`config.mk`:
```
export PLATFORM = sky130hd
export DESIGN_NAME = gpio_edge_port
export DESIGN_NICKNAME = d
export VERILOG_FILES = /design/src/rtl/gep_pkg.sv /design/src/rtl/gep_sync.sv /design/src/rtl/gep_change.sv /design/src/rtl/gep_regfile.sv /design/src/rtl/gpio_edge_port.sv
export SDC_FILE = /design/constraint.sdc
export NUM_CORES = 1
export LEC_CHECK = 0
export ABC_AREA = 1
export CORE_ASPECT_RATIO = 2
export CORE_UTILIZATION = 40
export DETAILED_ROUTE_END_ITERATION = 6
export GPL_ROUTABILITY_DRIVEN = 0
export MAX_ROUTING_LAYER = met4
export PLACE_DENSITY = 0.63
export REMOVE_ABC_BUFFERS = 1
export SLEW_MARGIN = 20
export SYNTH_ARGS = -nofsm -noshare
export SYNTH_HDL_FRONTEND = slang
export SYNTH_SLANG_ARGS = --single-unit
```
`constraint.sdc`:
```
create_clock -name clk -period 2.3 [get_ports clk]
set_clock_uncertainty 0.2 [all_clocks]
set_input_delay 0.23 -clock clk [delete_from_list [all_inputs] [get_ports clk]]
set_output_delay 0.23 -clock clk [all_outputs]
set_load 0.01 [all_outputs]
```
`src/rtl/gep_pkg.sv`:
```
// Package: shared constants and the register-select encoding for the GPIO port.
// Assumes a 32-bit bus data path and word-aligned registers in a 5-bit byte space.
package gep_pkg;
    localparam int BUS_ADDR_W = 5;
    localparam int BUS_DATA_W = 32;
    localparam int SEL_W      = BUS_ADDR_W - 2;

    // Word index of each register (byte offset / 4)
    typedef enum logic [SEL_W-1:0] {
        SEL_DIR    = 3'd0,
        SEL_DATA   = 3'd1,
        SEL_ENABLE = 3'd2,
        SEL_CHANGE = 3'd3,
        SEL_WMASK  = 3'd4,
        SEL_TRIG   = 3'd5
    } reg_sel_e;
endpackage

```
`src/rtl/gep_sync.sv`:
```
// Module: input synchroniser plus transition detector for every line.
// Each pin passes through SYNC_STAGES flops. The last stage is compared with
// its value one cycle earlier, so any change in either direction gives a
// one-cycle pulse. The flops have no reset on purpose. Assumes reset is held
// long enough (SYNC_STAGES+1 cycles) that the chain has settled when flags start.
module gep_sync #(
    parameter int LINES       = 32,
    parameter int SYNC_STAGES = 2
) (
    input  logic             clk,
    input  logic             rst_n,
    input  logic [LINES-1:0] pin_in,
    output logic [LINES-1:0] line_lvl,
    output logic [LINES-1:0] edge_det
);
    logic [LINES-1:0] chain [SYNC_STAGES];
    logic [LINES-1:0] lvl_prev;

    // Shift the pads through the synchroniser chain
    always_ff @(posedge clk) begin
        chain[0] <= pin_in;
        for (int s = 1; s < SYNC_STAGES; s++) begin
            chain[s] <= chain[s-1];
        end
    end

    // Remember the synchronised level from the previous cycle
    always_ff @(posedge clk) begin
        lvl_prev <= chain[SYNC_STAGES-1];
    end

    // Both-edge detection: any difference from last cycle is a transition
    always_comb begin
        line_lvl = chain[SYNC_STAGES-1];
        edge_det = line_lvl ^ lvl_prev;
    end

    generate
        if (SYNC_STAGES == 2) begin : g_chk2
            // a pin steady over the last three samples produces no edge
            a_r5_quiet_no_edge: assert property (@(posedge clk) disable iff (!rst_n)
                (($past(pin_in, 1) == pin_in) && ($past(pin_in, 2) == pin_in) &&
                 ($past(pin_in, 3) == pin_in)) |-> (edge_det == '0));
        end
    endgenerate
endmodule

```
`src/rtl/gep_change.sv`:
```
// Module: sticky change flags and the combined interrupt.
// A detected transition sets its flag. A clear pulse drops a flag only when no
// transition arrives in the same cycle, so the transition is never lost.
// Assumes clr_pulse is a single-cycle write strobe from the register file.
module gep_change #(
    parameter int LINES = 32
) (
    input  logic             clk,
    input  logic             rst_n,
    input  logic [LINES-1:0] edge_det,
    input  logic [LINES-1:0] clr_pulse,
    input  logic [LINES-1:0] en_q,
    output logic [LINES-1:0] flags,
    output logic             irq
);
    generate
        for (genvar g = 0; g < LINES; g++) begin : g_line
            // Per-line flag: a new edge wins over a same-cycle acknowledge
            always_ff @(posedge clk) begin
                if (!rst_n) begin
                    flags[g] <= 1'b0;
                end else begin
                    flags[g] <= edge_det[g] | (flags[g] & ~clr_pulse[g]);
                end
            end
        end
    endgenerate

    // Combine enabled flags into the single interrupt line
    always_comb begin
        irq = |(flags & en_q);
    end

    // every detected edge is visible as a set flag on the next cycle
    a_r6_edge_wins: assert property (@(posedge clk) disable iff (!rst_n)
        (edge_det != '0) |=> ((flags & $past(edge_det)) == $past(edge_det)));

    // with no acknowledge, no flag ever drops
    a_r6_sticky: assert property (@(posedge clk) disable iff (!rst_n)
        (clr_pulse == '0) |=> ((flags & $past(flags)) == $past(flags)));
endmodule

```
`src/rtl/gep_regfile.sv`:
```
// Module: register file and read multiplexer of the GPIO port.
// Holds direction, output data, enable and write-mask state. It turns writes to
// the change register into an acknowledge pulse and answers reads
// combinationally. Assumes word-aligned accesses; misaligned ones are dropped.
module gep_regfile
    import gep_pkg::*;
#(
    parameter int LINES = 32
) (
    input  logic                  clk,
    input  logic                  rst_n,
    input  logic                  bus_sel,
    input  logic                  bus_wr,
    input  logic [BUS_ADDR_W-1:0] bus_addr,
    input  logic [BUS_DATA_W-1:0] bus_wdata,
    output logic [BUS_DATA_W-1:0] bus_rdata,
    input  logic [LINES-1:0]      line_lvl,
    input  logic [LINES-1:0]      flags,
    output logic [LINES-1:0]      dir_q,
    output logic [LINES-1:0]      out_q,
    output logic [LINES-1:0]      en_q,
    output logic [LINES-1:0]      clr_pulse
);
    localparam logic [LINES-1:0] ALL_ONES = {LINES{1'b1}};

    logic             aligned;
    logic [SEL_W-1:0] idx;
    logic [LINES-1:0] wd;
    logic [LINES-1:0] wmask_q;
    logic [LINES-1:0] rd_line;
    logic             wr_dir, wr_data, wr_en, wr_chg, wr_mask;

    // Decode the access into per-register write strobes
    always_comb begin
        aligned = (bus_addr[1:0] == 2'b00);
        idx     = bus_addr[BUS_ADDR_W-1:2];
        wd      = bus_wdata[LINES-1:0];
        wr_dir  = bus_sel & bus_wr & aligned & (idx == SEL_DIR);
        wr_data = bus_sel & bus_wr & aligned & (idx == SEL_DATA);
        wr_en   = bus_sel & bus_wr & aligned & (idx == SEL_ENABLE);
        wr_chg  = bus_sel & bus_wr & aligned & (idx == SEL_CHANGE);
        wr_mask = bus_sel & bus_wr & aligned & (idx == SEL_WMASK);
    end

    // Direction register
    always_ff @(posedge clk) begin
        if (!rst_n)      dir_q <= '0;
        else if (wr_dir) dir_q <= wd;
    end

    // Output data register, updated only in bits the write mask allows
    always_ff @(posedge clk) begin
        if (!rst_n)       out_q <= '0;
        else if (wr_data) out_q <= (out_q & ~wmask_q) | (wd & wmask_q);
    end

    // Interrupt enable register
    always_ff @(posedge clk) begin
        if (!rst_n)     en_q <= '0;
        else if (wr_en) en_q <= wd;
    end

    // Write-mask register, all lines writable after reset
    always_ff @(posedge clk) begin
        if (!rst_n)       wmask_q <= ALL_ONES;
        else if (wr_mask) wmask_q <= wd;
    end

    // Acknowledge pulse toward the change flags
    always_comb begin
        clr_pulse = wr_chg ? wd : '0;
    end

    // Read multiplexer; unused offsets and unimplemented bits read zero
    always_comb begin
        case (idx)
            SEL_DIR:    rd_line = dir_q;
            SEL_DATA:   rd_line = (dir_q & out_q) | (~dir_q & line_lvl);
            SEL_ENABLE: rd_line = en_q;
            SEL_CHANGE: rd_line = flags;
            SEL_WMASK:  rd_line = wmask_q;
            SEL_TRIG:   rd_line = ALL_ONES;
            default:    rd_line = '0;
        endcase
        bus_rdata = (bus_sel & ~bus_wr & aligned) ? BUS_DATA_W'(rd_line) : '0;
    end

    // a direction write is what the register holds on the next cycle
    a_r2_dir_loads: assert property (@(posedge clk) disable iff (!rst_n)
        wr_dir |=> (dir_q == $past(wd)));

    // a data write with an all-zero mask leaves the outputs alone
    a_r3_mask_blocks: assert property (@(posedge clk) disable iff (!rst_n)
        (wr_data && (wmask_q == '0)) |=> $stable(out_q));
endmodule

```
`src/rtl/gpio_edge_port.sv`:
```
// Module: top of the GPIO port with both-edge change interrupts.
// Connects the register file, the input synchronisers and the change flags,
// and drives the pad-side output and enable vectors. Assumes LINES <= 32 and a
// single clock domain for the bus; pin_in may be asynchronous.
module gpio_edge_port
    import gep_pkg::*;
#(
    parameter int LINES       = 32,
    parameter int SYNC_STAGES = 2
) (
    input  logic                  clk,
    input  logic                  rst_n,
    input  logic                  bus_sel,
    input  logic                  bus_wr,
    input  logic [BUS_ADDR_W-1:0] bus_addr,
    input  logic [BUS_DATA_W-1:0] bus_wdata,
    output logic [BUS_DATA_W-1:0] bus_rdata,
    input  logic [LINES-1:0]      pin_in,
    output logic [LINES-1:0]      pin_out,
    output logic [LINES-1:0]      pin_oe,
    output logic                  irq
);
    logic [LINES-1:0] line_lvl, edge_det, flags;
    logic [LINES-1:0] dir_q, out_q, en_q, clr_pulse;

    gep_sync #(.LINES(LINES), .SYNC_STAGES(SYNC_STAGES)) u_sync (
        .clk      (clk),
        .rst_n    (rst_n),
        .pin_in   (pin_in),
        .line_lvl (line_lvl),
        .edge_det (edge_det)
    );

    gep_regfile #(.LINES(LINES)) u_regs (
        .clk       (clk),
        .rst_n     (rst_n),
        .bus_sel   (bus_sel),
        .bus_wr    (bus_wr),
        .bus_addr  (bus_addr),
        .bus_wdata (bus_wdata),
        .bus_rdata (bus_rdata),
        .line_lvl  (line_lvl),
        .flags     (flags),
        .dir_q     (dir_q),
        .out_q     (out_q),
        .en_q      (en_q),
        .clr_pulse (clr_pulse)
    );

    gep_change #(.LINES(LINES)) u_change (
        .clk       (clk),
        .rst_n     (rst_n),
        .edge_det  (edge_det),
        .clr_pulse (clr_pulse),
        .en_q      (en_q),
        .flags     (flags),
        .irq       (irq)
    );

    // Pad-side drive straight from the direction and data registers
    always_comb begin
        pin_out = out_q;
        pin_oe  = dir_q;
    end

    // no pending flag means no interrupt
    a_r7_quiet: assert property (@(posedge clk) disable iff (!rst_n)
        (flags == '0) |-> !irq);

    // a masked port never interrupts
    a_r7_masked: assert property (@(posedge clk) disable iff (!rst_n)
        (en_q == '0) |-> !irq);
endmodule

```
# == After elaboration in Yosys (flattened, before gate mapping) ==
# Memory sizes are Yosys's and may differ from the RTL's.
# Cells that the tools add are included.
# totals
mem_bits_rw,64
inputBits,73
n_memories,1
regBits,192
word_cells,165
# mem_list
name,depth,word_bits,read_ports,rd_clocked_by_memory_dff,write_ports,line_no,text
u_sync.chain,2,32,2,0,2,gep_sync.sv:16,logic [LINES-1:0] chain [SYNC_STAGES];
# op_classes
mux,3
eq_ne,5
bitwise,116
n_reduce_logical,3
# ops
cell,count
$pmux 32 s6,1
$and 32x32->32,5
$mux 32,2
$not 32->32,2
$or 32x32->32,2
$and 1x1->1,41
$not 1->1,33
$or 1x1->1,32
$reduce_or 32->1,1
$xor 32x32->32,1
$eq 3x2->1 const B,2
$eq 3x3->1 const B,2
$eq 3x1->1 const B,1
$logic_not 3->1,1
$logic_not 2->1,1

# == Logic depth before layout (Yosys ltp) ==
# Gate-level depths: netlist (run 1).
# depth
depth_word,7
depth_mapped,9
ltp_nobuf,8

# == By module ==
# From an unflattened synthesis (run 1), not the netlist that was laid out.
# unflattened
cells_unflattened,1777
area_unflattened_um2,11558.6
# by_module_without_submodules
module,seq_area_each_um2,n_inst,area_each_um2,cells_each
gep_regfile,2562.5,1,7499.7,1294
gep_sync,1921.8,1,2762.6,288
gep_change,640.6,1,1296.2,195

# == Least setup slack after synthesis (run 1) ==
# OpenSTA, ideal clock, no wires.
# synth_timing
path_kind,in2out
startpoint,input bus_addr[3]
endpoint,output bus_rdata[13]
setup_slack_ps,599
path_stages,8
n_path_buf,3
t_required_ps,1870
arrival_ps,1271
path_cell_list,buf_2 > nor2_2 > buf_2 > buf_2 > nand3_1 > nand2_1 > inv_1 > a21oi_1
# synth_between
elab_chain_len,3
elab_cells_between_ends,8
cone_classes,eq/ne: 5; mux: 2; reduce/logical: 1
# synth_rtl
item,line_no,text
start: declaration,gpio_edge_port.sv:15,"input logic [BUS_ADDR_W-1:0] bus_addr,"
$eq 3x3->1 (tied with other cells),gep_regfile.sv:76,case (idx)
$pmux 32 s6 (*),gep_regfile.sv:76,
$mux 32 (*),gep_regfile.sv:85,bus_rdata = (bus_sel & ~bus_wr & aligned) ? BUS_DATA_W'(rd_line) : '0;
end: declaration,gpio_edge_port.sv:17,"output logic [BUS_DATA_W-1:0] bus_rdata,"
# Every way passes the cells marked *; elsewhere a longest branch is shown, timed or not.

# == Worst setup path in the final report (run 1) ==
# layout_timing
startpoint,register u_change.flags[6]
endpoint,output irq
# layout_between
elab_chain_len,2
# layout_rtl
item,line_no,text
start: declaration,gep_change.sv:13,"output logic [LINES-1:0] flags,"
start signal: indexed assignment,gep_change.sv:23,flags[g] <= edge_det[g] | (flags[g] & ~clr_pulse[g]);
$and 32x32->32,gep_change.sv:31,irq = |(flags & en_q);
$reduce_or 32->1,gep_change.sv:31,
end: declaration,gpio_edge_port.sv:21,output logic irq
# No other way between the ends.

==> results.md, run 1 <==
| Stage | Result | This run |
| --- | --- | --- |
| status | Run status | completed |
| floorplan | Die boundary height | 234 um |
| clocking | Clock insertion delay at the later pin of the skew report | 0.53 ns |
| timing | Final Hold Fails | 0 |
| placed design | Minimum setup slack after placement | -0.581 ns |
| floorplan | Total number of placement rows | 84 |
| timing | Final Setup Violations | 0 |
| logic synthesis | Post-synthesis cell area | 10800 um^2 |
| setup path | CP arrival | 1.75 ns |
| clocking | H-tree depth reported by CTS | 1 |
| setup path | Cell occurring most often along the worst timing path | sky130_fd_sc_hd__nand2_1 |
| placed design | Detailed Place HPWL | 22.3 mm |
| timing | Final WS setup | 0.125 ns |
| cells and area | Share of layout cells above drive strength 1 | 7.41% |
| power and ir drop | Cell leakage power | 6.60 nW |
| hold path | Path type of the worst min-delay path | reg2reg |
| floorplan | Total core area | 26400 um^2 |
| clocking | Number of buffers inserted by post-CTS setup repair | 0 |
| setup path | Slowest cell delay on critical path | 0.32 ns |
| global routing | Initial antenna violation count | 1 |
| floorplan | Die extent in x | 118 um |
| timing | Slew Limit Headroom | 61.5% |
| floorplan | Die outline area | 27600 um^2 |
| global routing | Pin count of the biggest net entering global routing | 47 |
| setup path | Required time at the endpoint of the critical path | 1.87 ns |
| global routing | Grt ovf | 0 |
| timing | Highest achievable clock rate | 0.460 GHz |
| power and ir drop | VDD IR-drop max | 0.641 mV |
| flow run | Max_cap viols | 0 |
| drt | Routed len/inst | 15.3 um |
| cells and area | FF+latch area | 5150 um^2 |
| drt | Overall routed net length | 32.8 mm |
| cells and area | Filler instances | 2512 |
| placed design | Buffers added on ports | 169 |
| clocking | Sink count of the clock tree | 256 |
| timing | Worst-margin pin slew | 0.578 ns |
| timing | Shortest period the worst path allows | 2.18 ns |
| logic synthesis | Distinct cell type count of the synthesized netlist | 18 |
| setup path | CP max FO | 3 |
| timing | Final worst-path cycle share | 94.6% |
| power and ir drop | Power density over the cells | 660 nW/um^2 |
| logic synthesis | Average instance area after synthesis | 6.82 um^2 |
| logic synthesis | Synth warnings | 0 |
| cells and area | Post-route design area | 14300 um^2 |
| setup path | Crit-path cells | nand2_1, nand2_1, a21oi_2, nand3_2, nor2_1, nand2_1, dlygate4sd2_1 |
| drt | First-pass iteration count of the detailed router | 5 |
| timing | Smallest hold slack | 0.122 ns |
| clocking | Clock buffers created by TritonCTS | 25 |
| logic synthesis | Number of register bits inferred by synthesis | 256 |
| placed design | Placed Instance Area | 13200 um^2 |
| setup path | Crit. End Element | primary output |
| global routing | Number of global-route vias before repair | 10000 |
| floorplan | Initial core utilization | 40.8% |
| clocking | Root Driver | sky130_fd_sc_hd__clkbuf_16 |
| drt | Detailed-route vias per instance | 4.86 |
| drt | Number of nets with antenna violations after detailed routing | 0 |
| cells and area | Post-synthesis to final-layout area growth | 33.1% |
| cells and area | Layout Nets | 1858 |
| drt | Drt first-iter violations | 671 |
| timing | RSZ-0062 raised after global routing | false |
| timing | Final number of max-transition violations | 0 |
| global routing | GRT Resource Usage Total | 24.6% |
| setup path | Kind of critical path | reg2out |
| global routing | First-pass GRT wire length | 52.3 mm |
| cells and area | Multi-input combinational cell area | 4700 um^2 |
| logic synthesis | Count of mapped cells out of synthesis | 1580 |
| clocking | TritonCTS clock tree | built |
| setup path | Startpoint type of the worst setup path | flip-flop |
| clocking | Worst-path clk slew | 0.07 ns |
| setup path | Crit-path slowest cell | sky130_fd_sc_hd__dfxtp_1 |
| drt | Routed vias | 10400 |
| drt | Residual DRC | 0 |
| floorplan | Num ports | 170 |
| logic synthesis | Sequential fraction of the synthesis area | 47.6% |
| clocking | Bufs on Longest Clock Path | 3 |
==> kinds of logic (layout without fill, tap and decap cells) <==
group	after synthesis	in the layout	synth area share [%]
AND/OR/NAND/NOR	908	908	34.5
flip-flops	256	256	47.6
buffers and inverters	253	468	9.20
AO/OA/AOI/OAI	131	131	6.09
XOR/XNOR	32	32	2.60
other	0	1	0
==> timing repair <==
action	in CTS	in global routing
hold buffers	33	0
setup endpoints to repair	33	3
cloned	0	0
resized for setup	60	4
pin swaps	0	1
hold endpoints to repair	52	0
==> layout by cell type, fill, tap and decap left out, types with 2 or more instances in the layout <==
cell | netlist | routed
sky130_fd_sc_hd__dlygate4sd3_1 | 0 | 33
sky130_fd_sc_hd__o21ai_1 | 4 | 4
sky130_fd_sc_hd__inv_1 | 166 | 165
sky130_fd_sc_hd__xnor2_1 | 32 | 32
sky130_fd_sc_hd__nand2_1 | 501 | 501
sky130_fd_sc_hd__clkbuf_16 | 0 | 25
sky130_fd_sc_hd__clkinv_2 | 0 | 3
sky130_fd_sc_hd__buf_12 | 0 | 19
sky130_fd_sc_hd__clkbuf_8 | 0 | 4
sky130_fd_sc_hd__dfxtp_2 | 0 | 18
sky130_fd_sc_hd__buf_6 | 0 | 3
sky130_fd_sc_hd__nor2_1 | 204 | 202
sky130_fd_sc_hd__buf_2 | 33 | 2
sky130_fd_sc_hd__a21oi_2 | 0 | 3
sky130_fd_sc_hd__o21ai_0 | 62 | 62
sky130_fd_sc_hd__nand3_1 | 163 | 161
sky130_fd_sc_hd__clkdlybuf4s50_1 | 0 | 132
sky130_fd_sc_hd__dlygate4sd2_1 | 0 | 31
sky130_fd_sc_hd__inv_2 | 3 | 4
sky130_fd_sc_hd__nand4_1 | 33 | 33
sky130_fd_sc_hd__nor2_4 | 1 | 6
sky130_fd_sc_hd__a21oi_1 | 65 | 62
sky130_fd_sc_hd__buf_4 | 0 | 39
sky130_fd_sc_hd__clkbuf_1 | 41 | 3
sky130_fd_sc_hd__nand3_2 | 0 | 2
sky130_fd_sc_hd__dfxtp_1 | 256 | 238
==> cells in the mapped netlist <==
master                     count  area (um^2)
sky130_fd_sc_hd__inv_1       166          623
sky130_fd_sc_hd__a21oi_1      65          325
sky130_fd_sc_hd__nand3b_1      1         7.51
sky130_fd_sc_hd__dfxtp_1     256         5120
sky130_fd_sc_hd__nand2_1     501         1880
sky130_fd_sc_hd__o21ai_0      62          310
sky130_fd_sc_hd__o21ai_1       4         20.0
sky130_fd_sc_hd__clkbuf_1     41          154
sky130_fd_sc_hd__nor2_2        4         25.0
sky130_fd_sc_hd__nand3_1     163          816
sky130_fd_sc_hd__buf_1        10         37.5
sky130_fd_sc_hd__inv_2         3         11.3
sky130_fd_sc_hd__nor2_1      204          766
sky130_fd_sc_hd__nor3_1        1         5.00
sky130_fd_sc_hd__buf_2        33          165
sky130_fd_sc_hd__nand4_1      33          206
sky130_fd_sc_hd__nor2_4        1         11.3
sky130_fd_sc_hd__xnor2_1      32          280
==> per-stage QoR <==
stage / power [mW] / util, % / TNS (ns) / instances
2_1_floorplan: 5.11 / - / -93.29 / 1496
3_3_place_gp: 5.59 / 50.2 / -14.70 / 2069
3_5_place_dp: 5.60 / 50.2 / -14.76 / 2069
4_1_cts: 9.55 / 54.3 / 0 / 2139
5_1_grt: 9.82 / 54.3 / 0 / 2140
6_report: 9.47 / 54.3 / 0 / 2140
==> critical path, delay by kind of cell (launching register included) <==
family | cells | cell delay [ns]
and+or+nand+nor | 5 | 0.47
buffers and inverters | 1 | 0.29
DFF | 1 | 0.32
AOI/OAI and AO/OA | 1 | 0.14
==> worst paths after layout <==
| kind | cells after the start | slack (ns) | endpoint | start |
|---|---|---|---|---|
| hold reg to reg | 0 | 0.12 | u_sync.chain[0][60]$_DFF_P_ | u_sync.chain[0][28]$_DFF_P_ |
| setup reg to reg | 2 | 1.29 | u_change.flags[14]$_SDFF_PN0_ | u_sync.chain[0][46]$_DFF_P_ |
| setup / recovery | 7 | 0.12 | irq | u_change.flags[6]$_SDFF_PN0_ |
| hold / removal | 0 | 0.12 | u_sync.chain[0][60]$_DFF_P_ | u_sync.chain[0][28]$_DFF_P_ |
==> layer usage <==
metal | global-route usage [%] | share of wire (%) | wire length [um]
met5 | - | 0 | 0
met4 | 10.1 | 3.4 | 1130
met3 | 2.85 | 4.8 | 1560
met2 | 44.9 | 52 | 16900
met1 | 27.0 | 40 | 13100
==> power breakdown <==
part / leakage [nW] / total, mW / internal, mW / switching [mW]
logic: 4.11 / 0.843 / 0.393 / 0.450
clock network: 0.370 / 3.92 / 2.20 / 1.71
registers: 2.12 / 4.70 / 4.60 / 0.108
==> cell type report <==
type,count,area share (%)
antenna,1,0.0175
clock inverter,5,0.375
clock buffer,32,4.83
timing repair buffer,262,18.6
tap,344,3.00
sequential,256,35.9
inverter,169,4.43
multi-input combinational,1071,32.8
Power figures use the tool's default switching activity.
==> inputs of run 2 (changes only) <==
Clock period 2.3 ns to 2.62 ns, I/O delays scaled along.
==> results.md, run 2 (same netlist as run 1, synthesis figures left out) <==
| Stage | Result | This run |
| --- | --- | --- |
| timing | Final number of max-transition violations | 0 |
| drt | Residual DRC | 0 |
| floorplan | Num ports | 170 |
| power and ir drop | Power, Total | 8.56 mW |
| cells and area | Share of layout cells above drive strength 1 | 5.71% |
| setup path | CP arrival | 2.08 ns |
| placed design | Cells after DPL | 2056 |
| global routing | Pin count of the biggest net entering global routing | 129 |
| timing | Shortest period the worst path allows | 2.54 ns |
| hold path | Path type of the worst min-delay path | in2reg |
| setup path | Crit. End Element | primary output |
| drt | Drt first-iter violations | 615 |
| flow run | Max_cap viols | 0 |
| drt | Detailed-route vias per instance | 4.85 |
| floorplan | Die extent in x | 118 um |
| drt | Overall routed net length | 32.8 mm |
| clocking | TritonCTS clock tree | built |
| cells and area | Most frequent cells in the layout | sky130_fd_sc_hd__nand2_1 (501), sky130_fd_sc_hd__dfxtp_1 (256), sky130_fd_sc_hd__nor2_1 (203) |
| status | Run status | completed |
| clocking | Clock insertion delay at the later pin of the skew report | 0.53 ns |
| timing | Smallest hold slack | 0.0375 ns |
| drt | Met2 routed WL | 17.0 mm |
| drt | Routed vias | 10400 |
| global routing | GRT Resource Usage Total | 24.6% |
| timing | Worst-margin pin slew | 0.650 ns |
| clocking | Bufs on Longest Clock Path | 3 |
| cells and area | Finished Layout Cells | 2132 |
| cells and area | Most common cell after layout, fill and taps aside | sky130_fd_sc_hd__nand2_1 |
| placed design | Placed Instance Area | 13100 um^2 |
| floorplan | Total number of placement rows | 84 |
| timing | Slew Limit Headroom | 56.6% |
| cells and area | Post-layout util | 54.1% |
| placed design | Minimum setup slack after placement | -0.237 ns |
| setup path | Startpoint type of the worst setup path | primary input |
| timing | Final Hold Fails | 0 |
| drt | Wire length on met1 | 13.1 mm |
| power and ir drop | VDD IR-drop max | 0.471 mV |
| timing | Final Setup Violations | 0 |
| drt | Wire length on met3 | 1.61 mm |
| cells and area | Filler instances | 2535 |
| placed design | Buffers added on ports | 169 |
| clocking | Clock buffers created by TritonCTS | 24 |
| setup path | Required time at the endpoint of the critical path | 2.16 ns |
| global routing | First-pass GRT wire length | 52.3 mm |
| global routing | Grt ovf | 0 |
| drt | First-pass iteration count of the detailed router | 5 |
| setup path | Kind of critical path | in2out |
| setup path | Crit-path slowest cell | sky130_fd_sc_hd__clkdlybuf4s50_1 |
| floorplan | Initial core utilization | 40.8% |
| power and ir drop | Cell leakage power | 6.63 nW |
| clocking | Worst-path clk slew | 0.06 ns |
| clocking | Root Driver | sky130_fd_sc_hd__clkbuf_16 |
| timing | Highest achievable clock rate | 0.394 GHz |
| timing | Final worst-path cycle share | 96.9% |
| setup path | Crit-path cells | clkdlybuf4s50_1, buf_4, inv_2, nor2_1, nand2_1, buf_4, nand2_1, nor2_1, a21oi_1, dlygate4sd2_1 |
| global routing | Number of global-route vias before repair | 9937 |
| drt | Number of nets with antenna violations after detailed routing | 0 |
| floorplan | Die boundary height | 234 um |
| setup path | CP max FO | 9 |
| timing | Final WS setup | 0.0818 ns |
| floorplan | Die outline area | 27600 um^2 |
| cells and area | Layout Nets | 1845 |
| cells and area | Post-synthesis to final-layout area growth | 32.5% |
| clocking | Sink count of the clock tree | 256 |
| drt | Routed len/inst | 15.4 um |
| power and ir drop | Power density over the cells | 600 nW/um^2 |
| drt | DR top layer | met4 |
| setup path | Slowest cell delay on critical path | 0.46 ns |
| placed design | Detailed Place HPWL | 21.6 mm |
| clocking | H-tree depth reported by CTS | 1 |
| floorplan | Total core area | 26400 um^2 |
| timing | Setup Total Neg Slack | 0 ns |
| cells and area | Post-route design area | 14300 um^2 |
| global routing | Initial antenna violation count | 1 |
## run 2: cell count changes in the layout (fill, tap and decap cells not counted), moves of 3 or more
| cell | delta |
|---|---|
| sky130_fd_sc_hd__clkbuf_8 | -3 |
| sky130_fd_sc_hd__dfxtp_2 | -18 |
| sky130_fd_sc_hd__buf_12 | -5 |
| sky130_fd_sc_hd__bufinv_16 | +3 |
| sky130_fd_sc_hd__clkdlybuf4s15_1 | +4 |
| sky130_fd_sc_hd__dlymetal6s2s_1 | +8 |
| sky130_fd_sc_hd__dfxtp_1 | +18 |
| sky130_fd_sc_hd__dlygate4sd2_1 | -12 |
| sky130_fd_sc_hd__buf_4 | -7 |
## run 2: what timing repair did
action	CTS	global route
pin swaps	0	2
cloned	0	1
endpoints found under the setup margin	32	11
resized for setup	26	15
hold endpoints to repair	31	0
buffers inserted	0	2
hold buffers	31	0
## run 2: final cells by class
cell class / instances / area, um^2 / share of cell area, %
repair buffers: 250 / 2570 / 18.0
inverters: 169 / 634 / 4.45
clock inverters: 11 / 160 / 1.12
flip-flops and latches: 256 / 5120 / 35.9
diodes: 1 / 2.50 / 0.0175
well taps: 344 / 430 / 3.02
multi-input cells: 1071 / 4690 / 32.9
clock buffers: 30 / 654 / 4.59
## run 2: routing by layer
layer / vias up / track usage (%)
li1: 5272 / -
met1: 4702 / 27.5
met2: 307 / 44.3
met3: 69 / 2.53
met4: 0 / 10.4
met5: - / -
## run 2: critical path: cells and delay by family
kind                   cells  cell delay (ns)
AO/OA/AOI/OAI              1             0.22
buffers and inverters      5             1.20
AND/OR/NAND/NOR            4             0.38
## run 2: path summary, 6_finish.rpt
check                              start                              to  slack, ns  depth (start not counted)
max                          bus_addr[2]                    bus_rdata[0]       0.08                         10
min                                rst_n  u_regs.wmask_q[6]$_SDFFE_PN1P_       0.04                          3
max reg2reg  u_sync.chain[0][39]$_DFF_P_    u_change.flags[7]$_SDFF_PN0_       1.63                          2
min reg2reg   u_sync.chain[0][6]$_DFF_P_     u_sync.chain[0][38]$_DFF_P_       0.12                          0
## run 2: report_power, final
part / switching [mW] / leakage (nW) / total, mW / internal (mW)
sequential: 0.0962 / 2.11 / 4.13 / 4.03
clock: 1.55 / 0.396 / 3.71 / 2.16
combinational: 0.389 / 4.12 / 0.728 / 0.339
total: 2.03 / 6.63 / 8.56 / 6.53
==> inputs of run 3 (changes only) <==
Settings changed: GPL_ROUTABILITY_DRIVEN 0 to default.
Clock period 2.62 ns to 2.5 ns, I/O delays scaled along.
==> results.md, run 3 (same netlist as run 1, synthesis figures left out) <==
| Stage | Result | This run |
| --- | --- | --- |
| setup path | CP max FO | 32 |
| cells and area | Most frequent cells in the layout | sky130_fd_sc_hd__nand2_1 (501), sky130_fd_sc_hd__dfxtp_1 (246), sky130_fd_sc_hd__nor2_1 (203) |
| floorplan | Die extent in x | 118 um |
| drt | Residual DRC | 0 |
| global routing | Layer with the highest usage after global routing | met2 |
| clocking | Root Driver | sky130_fd_sc_hd__clkbuf_16 |
| timing | Slew Limit Headroom | 63.1% |
| clocking | Clock insertion delay at the later pin of the skew report | 0.54 ns |
| clocking | H-tree depth reported by CTS | 1 |
| timing | Final worst-path cycle share | 96.9% |
| drt | Drt first-iter violations | 745 |
| setup path | Startpoint type of the worst setup path | primary input |
| timing | Final number of max-transition violations | 0 |
| timing | Final Setup Violations | 0 |
| power and ir drop | VDD IR-drop max | 0.637 mV |
| clocking | Clock buffers created by TritonCTS | 25 |
| global routing | Met3 Track Usage GR | 2.38% |
| global routing | Grt ovf | 0 |
| floorplan | Total core area | 26400 um^2 |
| clocking | Sink count of the clock tree | 256 |
| setup path | Crit. End Element | primary output |
| placed design | Detailed Place HPWL | 22.3 mm |
| timing | RSZ-0062 raised after global routing | false |
| timing | Shortest period the worst path allows | 2.42 ns |
| floorplan | Initial core utilization | 40.8% |
| timing | Setup Total Neg Slack | 0 ns |
| drt | Overall routed net length | 33.0 mm |
| flow run | Max_cap viols | 0 |
| hold path | Path type of the worst min-delay path | in2reg |
| placed design | GPL Wtd Cong | 0.831 |
| setup path | Reg-to-reg setup timing slack | 1.49 ns |
| status | Run status | completed |
| global routing | Number of global-route vias before repair | 10100 |
| drt | First-pass iteration count of the detailed router | 5 |
| floorplan | Total number of placement rows | 84 |
| clocking | Bufs on Longest Clock Path | 3 |
| drt | Number of nets with antenna violations after detailed routing | 0 |
| setup path | Cell occurring most often along the worst timing path | sky130_fd_sc_hd__clkdlybuf4s50_1 |
| setup path | Crit-path cells | clkdlybuf4s50_1, nor2_1, nand3b_1, buf_12, a21oi_1, clkdlybuf4s50_1 |
| global routing | Global Route met2 Usage | 45.5% |
| setup path | Required time at the endpoint of the critical path | 2.05 ns |
| global routing | Initial antenna violation count | 1 |
| global routing | GR met1 Demand/Resource | 26.9% |
| setup path | Total number of cells along the worst setup path | 6 |
| cells and area | Post-synthesis to final-layout area growth | 32.5% |
| power and ir drop | Cell leakage power | 6.45 nW |
| setup path | Kind of critical path | in2out |
| cells and area | Most common cell after layout, fill and taps aside | sky130_fd_sc_hd__nand2_1 |
| setup path | R2R cell count | 2 |
| global routing | Pin count of the biggest net entering global routing | 47 |
| power and ir drop | Power, Total | 8.82 mW |
| cells and area | Layout Nets | 1849 |
| clocking | TritonCTS clock tree | built |
| drt | Routed len/inst | 15.4 um |
| setup path | Slowest cell delay on critical path | 0.57 ns |
| clocking | Worst-path clk slew | 0.06 ns |
| drt | Detailed-route vias per instance | 4.88 |
| placed design | Buffers added on ports | 169 |
| clocking | Number of buffers inserted by post-CTS setup repair | 0 |
| power and ir drop | Power density over the cells | 618 nW/um^2 |
| global routing | GRT Resource Usage Total | 24.7% |
| drt | Routed vias | 10400 |
| setup path | Crit-path slowest cell | sky130_fd_sc_hd__clkdlybuf4s50_1 |
| floorplan | Die boundary height | 234 um |
| setup path | Cell family contributing the most delay on the critical path | buffers and inverters |
| setup path | Number of buffer and inverter instances along the worst setup path | 3 |
| cells and area | Share of layout cells above drive strength 1 | 6.41% |
| timing | Highest achievable clock rate | 0.413 GHz |
| floorplan | Die outline area | 27600 um^2 |
| timing | Final Hold Fails | 0 |
| global routing | First-pass GRT wire length | 52.5 mm |
| timing | Worst-margin pin slew | 0.554 ns |
| hold path | Instance count along the most critical hold path | 1 |
| floorplan | Num ports | 170 |
| setup path | CP arrival | 1.97 ns |
run 3: power by group:
part	leakage [nW]	switching (mW)	internal, mW
registers	2.12	0.101	4.23
clock network	0.391	1.61	2.13
logic	3.95	0.410	0.353
total	6.45	2.12	6.71
run 3: final cells by class:
type	instances	area (um^2)
antenna	1	2.50
clock inverter	6	57.6
timing repair buffer	253	2580
inverter	169	634
tap	344	430
multi-input combinational	1071	4690
sequential	256	5140
fill	2551	12100
clock buffer	39	738
run 3: per-layer routing:
metal / share of wire, % / up-vias
met2: 52 / 305
met5: 0 / -
met1: 39 / 4778
met3: 5.1 / 73
met4: 3.3 / 0
li1: - / 5283
run 3: per-stage QoR:
stage          std cells  worst slack (ns)  hold slack [ns]  utilization, %  instance area, um^2
4_1_cts             2138           0.00273           0.0129            54.0                14200
3_3_place_gp        2061            -0.370            0.111            49.7                13100
2_1_floorplan       1496             -1.12           0.0777               -                10400
5_1_grt             2139           0.00221           0.0296            54.1                14300
6_report            2139            0.0763           0.0327            54.1                14300
3_5_place_dp        2061            -0.371            0.112            49.7                13100
run 3: repair_timing:
| item | 4_1_cts | 5_1_grt |
|---|---|---|
| setup endpoints to repair | 32 | 12 |
| pin swaps | 0 | 1 |
| endpoints found under the hold margin | 43 | 0 |
| resized for setup | 8 | 13 |
| hold buffers | 32 | 0 |
run 3: worst paths after layout:
| check | startpoint | end |
|---|---|---|
| max | bus_addr[1] | bus_rdata[9] |
| min | pin_in[5] | u_sync.chain[0][5]$_DFF_P_ |
| max reg2reg | u_sync.chain[0][51]$_DFF_P_ | u_change.flags[19]$_SDFF_PN0_ |
| min reg2reg | u_sync.chain[0][5]$_DFF_P_ | u_sync.chain[0][37]$_DFF_P_ |
